==> src/rtl/arb_pkg.sv <==
package arb_pkg;
  // Strobes from control to datapath
  typedef struct packed {
    logic intWe;       // integer write, index nonzero
    logic fpWeFirst;   // write single at write index
    logic fpWeSecond;  // write partner single (wide, aligned)
    logic fpWide;      // wide view selected
    logic rdZeroA;     // FP port A misaligned, return zero
    logic rdZeroB;     // FP port B misaligned, return zero
  } arb_strobe_t;
endpackage

==> src/rtl/arb_ctrl.sv <==
module arb_ctrl #(
  parameter int IDX_W = 5
) (
  input  logic                 intWrEn,
  input  logic [IDX_W-1:0]     intWrAddr,
  input  logic                 fpWide,
  input  logic                 fpWrEn,
  input  logic [IDX_W-1:0]     fpWrAddr,
  input  logic [IDX_W-1:0]     fpRdAddrA,
  input  logic [IDX_W-1:0]     fpRdAddrB,
  output arb_pkg::arb_strobe_t strb,
  output logic                 fpMisalign
);
  logic wrOdd, rdOddA, rdOddB;

  always_comb begin
    wrOdd  = fpWide && fpWrEn && fpWrAddr[0];
    rdOddA = fpWide && fpRdAddrA[0];
    rdOddB = fpWide && fpRdAddrB[0];

    strb.intWe      = intWrEn && (intWrAddr != '0);
    strb.fpWeFirst  = fpWrEn && !wrOdd;
    strb.fpWeSecond = fpWrEn && fpWide && !fpWrAddr[0];
    strb.fpWide     = fpWide;
    strb.rdZeroA    = rdOddA;
    strb.rdZeroB    = rdOddB;

    fpMisalign = wrOdd || rdOddA || rdOddB;
  end
endmodule

==> src/rtl/arb_data.sv <==
module arb_data #(
  parameter int INT_REGS = 32,
  parameter int FP_REGS  = 32,
  parameter int WORD     = 32
) (
  input  logic                        clk,
  input  logic                        rstN,
  input  arb_pkg::arb_strobe_t        strb,
  input  logic [$clog2(INT_REGS)-1:0] intRdAddrA,
  input  logic [$clog2(INT_REGS)-1:0] intRdAddrB,
  input  logic [$clog2(INT_REGS)-1:0] intWrAddr,
  input  logic [WORD-1:0]             intWrData,
  input  logic [$clog2(FP_REGS)-1:0]  fpRdAddrA,
  input  logic [$clog2(FP_REGS)-1:0]  fpRdAddrB,
  input  logic [$clog2(FP_REGS)-1:0]  fpWrAddr,
  input  logic [2*WORD-1:0]           fpWrData,
  output logic [WORD-1:0]             intRdDataA,
  output logic [WORD-1:0]             intRdDataB,
  output logic [2*WORD-1:0]           fpRdDataA,
  output logic [2*WORD-1:0]           fpRdDataB
);
  localparam int IW = $clog2(INT_REGS);
  localparam int FW = $clog2(FP_REGS);
  localparam int DW = 2 * WORD;

  logic [WORD-1:0] intMem [INT_REGS];
  logic [WORD-1:0] fpMem  [FP_REGS];

  logic [FW-1:0] wrPartner;
  logic [WORD-1:0] firstData;

  always_comb begin
    wrPartner = {fpWrAddr[FW-1:1], 1'b1};
    firstData = strb.fpWide ? fpWrData[DW-1:WORD] : fpWrData[WORD-1:0];
  end

  // Integer bank: entry 0 is never written
  always_ff @(posedge clk) begin
    if (!rstN) begin
      for (int i = 0; i < INT_REGS; i++) intMem[i] <= '0;
    end else if (strb.intWe) begin
      intMem[intWrAddr] <= intWrData;
    end
  end

  // Floating-point bank: one or two singles per write
  always_ff @(posedge clk) begin
    if (!rstN) begin
      for (int i = 0; i < FP_REGS; i++) fpMem[i] <= '0;
    end else begin
      if (strb.fpWeFirst)  fpMem[fpWrAddr]  <= firstData;
      if (strb.fpWeSecond) fpMem[wrPartner] <= fpWrData[WORD-1:0];
    end
  end

  // Integer reads, index 0 forced to zero
  always_comb begin
    intRdDataA = (intRdAddrA == '0) ? '0 : intMem[intRdAddrA];
    intRdDataB = (intRdAddrB == '0) ? '0 : intMem[intRdAddrB];
  end

  // Floating-point read ports, one per generate slot
  logic [FW-1:0] rdAddr [2];
  logic          rdZero [2];
  logic [DW-1:0] rdData [2];

  always_comb begin
    rdAddr[0] = fpRdAddrA;
    rdAddr[1] = fpRdAddrB;
    rdZero[0] = strb.rdZeroA;
    rdZero[1] = strb.rdZeroB;
  end

  for (genvar p = 0; p < 2; p++) begin : g_fpRd
    logic [FW-1:0] evenIdx, oddIdx;
    always_comb begin
      evenIdx = {rdAddr[p][FW-1:1], 1'b0};
      oddIdx  = {rdAddr[p][FW-1:1], 1'b1};
      if (rdZero[p])
        rdData[p] = '0;
      else if (strb.fpWide)
        rdData[p] = {fpMem[evenIdx], fpMem[oddIdx]};
      else
        rdData[p] = {{WORD{1'b0}}, fpMem[rdAddr[p]]};
    end
  end

  always_comb begin
    fpRdDataA = rdData[0];
    fpRdDataB = rdData[1];
  end
endmodule

==> src/rtl/aliased_regbank.sv <==
module aliased_regbank #(
  parameter int INT_REGS = 32,
  parameter int FP_REGS  = 32,
  parameter int WORD     = 32,
  localparam int IW = $clog2(INT_REGS),
  localparam int FW = $clog2(FP_REGS),
  localparam int DW = 2 * WORD
) (
  input  logic          clk,
  input  logic          rstN,
  input  logic [IW-1:0] intRdAddrA,
  output logic [WORD-1:0] intRdDataA,
  input  logic [IW-1:0] intRdAddrB,
  output logic [WORD-1:0] intRdDataB,
  input  logic          intWrEn,
  input  logic [IW-1:0] intWrAddr,
  input  logic [WORD-1:0] intWrData,
  input  logic          fpWide,
  input  logic [FW-1:0] fpRdAddrA,
  output logic [DW-1:0] fpRdDataA,
  input  logic [FW-1:0] fpRdAddrB,
  output logic [DW-1:0] fpRdDataB,
  input  logic          fpWrEn,
  input  logic [FW-1:0] fpWrAddr,
  input  logic [DW-1:0] fpWrData,
  output logic          fpMisalign
);
  arb_pkg::arb_strobe_t strb;

  arb_ctrl #(.IDX_W(FW)) u_ctrl (
    .intWrEn    (intWrEn),
    .intWrAddr  (intWrAddr),
    .fpWide     (fpWide),
    .fpWrEn     (fpWrEn),
    .fpWrAddr   (fpWrAddr),
    .fpRdAddrA  (fpRdAddrA),
    .fpRdAddrB  (fpRdAddrB),
    .strb       (strb),
    .fpMisalign (fpMisalign)
  );

  arb_data #(.INT_REGS(INT_REGS), .FP_REGS(FP_REGS), .WORD(WORD)) u_data (
    .clk        (clk),
    .rstN       (rstN),
    .strb       (strb),
    .intRdAddrA (intRdAddrA),
    .intRdAddrB (intRdAddrB),
    .intWrAddr  (intWrAddr),
    .intWrData  (intWrData),
    .fpRdAddrA  (fpRdAddrA),
    .fpRdAddrB  (fpRdAddrB),
    .fpWrAddr   (fpWrAddr),
    .fpWrData   (fpWrData),
    .intRdDataA (intRdDataA),
    .intRdDataB (intRdDataB),
    .fpRdDataA  (fpRdDataA),
    .fpRdDataB  (fpRdDataB)
  );
endmodule

==> config.mk <==
export PLATFORM = sky130hd
export DESIGN_NAME = aliased_regbank
export DESIGN_NICKNAME = d
export VERILOG_FILES = /design/src/rtl/arb_pkg.sv /design/src/rtl/arb_ctrl.sv /design/src/rtl/arb_data.sv /design/src/rtl/aliased_regbank.sv
export SDC_FILE = /design/constraint.sdc
export NUM_CORES = 2
export LEC_CHECK = 0
export BUFFER_PORTS_ARGS = -buffer_cell sky130_fd_sc_hd__buf_2
export CAP_MARGIN = 20
export CORE_ASPECT_RATIO = 0.9
export CORE_UTILIZATION = 45
export DETAILED_ROUTE_END_ITERATION = 8
export SLEW_MARGIN = 10
export SYNTH_ARGS = -nofsm -noshare
export SYNTH_HDL_FRONTEND = slang
export SYNTH_HIERARCHICAL = 1
export SYNTH_SLANG_ARGS = --single-unit
==> constraint.sdc <==
create_clock -name clk -period 4.35 [get_ports clk]
set_input_delay 0 -clock clk [delete_from_list [all_inputs] [get_ports clk]]
set_output_delay 0 -clock clk [all_outputs]
set_load 0.02 [all_outputs]
# Yosys cells after proc, flatten, opt, wreduce, memory -nomap -nowiden
# Memory sizes are Yosys's and may differ from the RTL's.
# Index checks and enable logic that the tools add are counted.
[op_classes]
muxes = 26
reduce_logical = 17
[op_table]
columns = ["operator", "n"]
rows = [
  ["64-bit 2-to-1 mux", 4],
  ["32-bit 2-to-1 mux", 6],
  ["32-bit OR reduction", 3],
  ["5-bit 2-to-1 mux", 3],
  ["1-bit 2-to-1 mux", 13],
  ["5-bit logical NOT", 2],
  ["1-bit logical AND", 7],
  ["5-bit nonzero test", 1],
  ["1-bit logical NOT", 2],
  ["1-bit logical OR", 2],
]
[totals]
reg_bits = 0
ram_bits = 2048
inputBits = 131
out_inout_bits = 193
elab_cells = 45
n_memories = 2
[memory_table]
columns = ["name", "words", "width", "read_ports", "rd_clocked_by_memory_dff", "write_ports", "line", "text"]
rows = [
  ["u_data.fpMem", 32, 32, 6, 0, 32, "arb_data.sv:27", "logic [WORD-1:0] fpMem [FP_REGS];"],
  ["u_data.intMem", 32, 32, 2, 0, 32, "arb_data.sv:26", "logic [WORD-1:0] intMem [INT_REGS];"],
]

# Logic depth before layout (Yosys ltp)
[depth]
word_depth = 9
mapped_depth = 10
depth_no_buf = 7

# Cells and area by module
# The synthesis kept the hierarchy.
[by_module_without_submodules]
columns = ["module", "instances", "cells_per_inst", "area_per_inst_um2", "seq_area_each_um2"]
rows = [
  ["arb_data", 1, 9219, 127080.6, 61499.0],
  ["arb_ctrl", 1, 12, 78.8, 0.0],
]

# Least setup slack after synthesis
# No wires, ideal clock.
[synth_path]
path_kind = "in2reg"
start = "input port intWrAddr[3]"
end = "memory u_data.intMem[12][0] (enable)"
setup_ns = 0.466
arrival_time_ns = 3.231
required_time_ns = 3.884
setup_slack_ns = 0.653
stages = 7
path_buffers = 2
cell_sequence = "or4_1 -> o21a_1 -> nand2_1 -> or3_1 -> clkbuf_1 -> clkbuf_1 -> o21ai_0"
[synth_rtl]
columns = ["item", "line", "text"]
rows = [
  ["from (decl)", "aliased_regbank.sv:16", "input logic [IW-1:0] intWrAddr,"],
  ["to (decl)", "arb_data.sv:26", ""],
]

# Final worst setup path
[layout_path]
start = "input port fpWide"
end = "output port fpRdDataB[11]"
[layout_between]
elab_chain_len = 2
elab_cells_between_ends = 3
classes_between = "2 x mux; 1 x reduce/logical"
[layout_rtl]
columns = ["item", "line", "text"]
rows = [
  ["from (decl)", "aliased_regbank.sv:18", "input logic fpWide,"],
  ["64-bit 2-to-1 mux / 1-bit logical AND (equally long branches)", "arb_data.sv:81, arb_ctrl.sv:19", ""],
  ["64-bit 2-to-1 mux *", "arb_data.sv:79", "if (rdZero[p])"],
  ["to (decl)", "aliased_regbank.sv:22", "output logic [DW-1:0] fpRdDataB,"],
]
# Every way passes the cells marked *; elsewhere a longest branch is shown, timed or not.

==> results.cfg <==
[status]
status = finished clean

[setup_path]
required_ns = 4.35
path_buf_inv = 4
worstSetupEndpointType = output pin
crit_family = buffers and inverters
slowest_delay_ns = 0.74
crit_fanout = 30
crit_type = input pin to output pin
cp_cell_sequence = dlygate4sd3_1 -> buf_6 -> nand2b_2 -> buf_4 -> a211oi_1 -> nand2_1 -> and3_1 -> buf_2
arrival_ns = 3.67
crit_slowest_cell = nand2b_2
worstSetupStartpointType = input pin

[die]
dieHeight_um = 506
initial_core_util_pct = 45.4
rows = 184
core_area_um2 = 280000
die_area_um2 = 285000
num_io_pins = 324
die_x_um = 562

[global_routing]
grt_pass1_vias = 93553
grt-ovfl-total = 0
grt_first_pass_wirelength_um = 748000
grt_usage_pct = 37.8
antenna_found_initial = 45
grt_max_degree = 115

[synthesis]
synth-edff-count = 2048
yosys_register_bits = 2048
synthMuxAreaShare_pct = 30.0
synth-compound-area-share_pct = 7.98
syn_nets = 9362
synth_xor_area_share_pct = 0
syn_area_um2 = 127000
ys_seq_area_share_pct = 48.4
syn_inst = 9231
yosys-top-cells-area = edfxtp_1, mux4_2, and2_1, mux2i_1, mux2_2
synthSimpleGateAreaFrac_pct = 9.93
ys_warn_count = 6
synth_fa_ha_area_share_pct = 0
syn_area_per_cell_um2 = 13.8
synth_top_family_by_area = multiplexers
yosys.area.top_type = edfxtp_1
yosys_most_used_dff = edfxtp_1
synth.distinct_cells = 42
async_reset_ff_share_pct = 0
synth_top_area_share_pct = 48.4

[flow_run]
drv_cap = 0

[clock_network]
post_cts_buffers = 0
hold_buffers = 138
cts_htree_levels = 4
cts-resized-gates = 0
cts-root-buf = clkbuf_16
clockBufferDepth = 4
clkTransAtPathRegs_ns = 0.06
numCtsBuffers = 234
cts_tree = yes
cts_sinks = 2048

[detailed_routing]
dr.pass1.iters = 8
drc_errors = 0
drtAntennaViolNets = 0
viasPerCell = 7.44
wl_per_cell_um = 41.7
wirelength_um = 549000
vias = 97822
drt_iter0_markers = 17018

[placement]
preCtsSetupSlack_ns = 1.27
io_buffers = 323
place_area_um2 = 134000
dpl.hpwl_um = 328000
place_congestion = 0.959

[power]
p_int_mw = 37.7
switchingPower_mw = 15.0
switching_share_pct = 28.4
p_clk_share_pct = 37.9
leakagePower_nw = 49.0
pwr_density_cell_nw_per_um2 = 368
seqPwrFrac_pct = 45.0
combPwrFrac_pct = 17.0
irDropWorstVdd_mv = 0.364

[timing]
min_period_over_period_pct = 84.3
slew_headroom_pct = 8.88
hold_viol = 0
grt_setup_unrepaired = no
tightest_slew_ns = 1.37
period_needed_ns = 3.67
fin_hold_ws_ns = 0.0569
final-max-slew-violation-count = 0
fin_ws_ns = 0.685
fmax_ghz = 0.273
setup_violations = 0
setup_tns_ns = 0

[cells_and_area]
design_area_um2 = 143000
drive_above_1_share_pct = 30.2
area_growth_pct = 12.6
nNetsFinal = 9347
nFillCells = 23189
final_core_util_pct = 51.1

[hold_path]
hp-class = input pin to flop
[logic make-up (layout without fill, tap and decap cells)]
kind of cell | count (synthesis) | after routing
mux | 2181 | 2181
simple gates | 2431 | 2431
flops | 2048 | 2048
buf+inv | 1107 | 1282
compound gates | 1464 | 1464
other cells | 0 | 29
[per-stage QoR]
stage / std cells / power, mW
floorplan: 9231 / 29.2
global placement: 12551 / 32.5
detailed placement: 12554 / 32.6
CTS: 13118 / 52.4
global route: 13130 / 53.7
finish: 13155 / 52.7
[worst min-delay path: cells and delay by family]
| family | cells | cell delay, ns |
|---|---|---|
| simple gates | 3 | 0.56 |
| buf+inv | 1 | 0.17 |
[cell usage after synthesis (2+ instances only)]
cell,n
a211oi_1,193
a21oi_1,129
a221oi_1,64
a22o_1,256
a22oi_1,197
and2_1,1032
and3_1,65
and3b_1,2
buf_1,40
buf_2,234
buf_4,62
buf_6,7
clkbuf_1,762
edfxtp_1,2048
inv_1,2
mux2_2,287
mux2i_1,618
mux4_2,1276
nand2_1,371
nand2b_1,73
nand3_1,6
nand3b_1,7
nor2_1,644
nor2b_1,138
nor3_1,64
nor3b_1,2
o21ai_0,367
o221ai_1,127
o22ai_1,126
or2_2,8
or3_1,6
or3b_2,6
or4_1,3
[cell usage in the layout (no fill, tap or decap), types with 197 or more instances in the layout]
cell type | synthesis | layout
edfxtp_1 | 2048 | 2048
mux4_2 | 1276 | 1276
and2_1 | 1032 | 1025
mux2i_1 | 618 | 590
nor2_1 | 644 | 584
nand2_1 | 371 | 329
o21ai_0 | 367 | 319
buf_4 | 62 | 305
buf_2 | 234 | 303
mux2_2 | 287 | 287
a22o_1 | 256 | 256
clkbuf_16 | 0 | 234
a22oi_1 | 197 | 197
[power by group through the flow]
stage / Clock [mW] / Sequential, mW / Combinational [mW]
2_1_floorplan: 0 / 23.7 / 5.45
3_3_place_gp: 0 / 24.0 / 8.45
3_5_place_dp: 0 / 24.1 / 8.54
4_1_cts: 20.1 / 23.7 / 8.65
5_1_grt: 20.7 / 23.8 / 9.10
6_report: 20.0 / 23.7 / 8.97
[layer usage]
layer  global-route usage (%)  wire [µm]  vias up
met5                    0.150        348        -
met4                     21.8      36600       24
met3                     16.0      92000     2067
met2                     51.6     225000     9374
met1                     50.0     196000    49735
li1                         -          -    36622
[layout make-up]
cell class,count,area [µm²],share of cell area (%)
antenna,29,72.6,0.0507
clock buffer,268,5980,4.18
clock inverter,158,1490,1.04
inverter,2,7.51,0.00524
multi-input combinational,6076,62200,43.5
sequential,2048,61500,43.0
tap,3720,4650,3.25
timing repair buffer,854,7240,5.05
[worst paths after layout]
check,start,endpoint,slack [ns],cells after the start
hold / removal,fpWrAddr[2],u_data/fpMem[30][8],0.06,4
setup / recovery,fpWide,fpRdDataB[11],0.68,8
[state kept, by name, indices dropped and copies added, names as in the netlist]
| name | flops |
|---|---|
| u_data/fpMem | 1024 |
| u_data/intMem | 1024 |
Note: power is estimated with default switching activity, not from simulation.
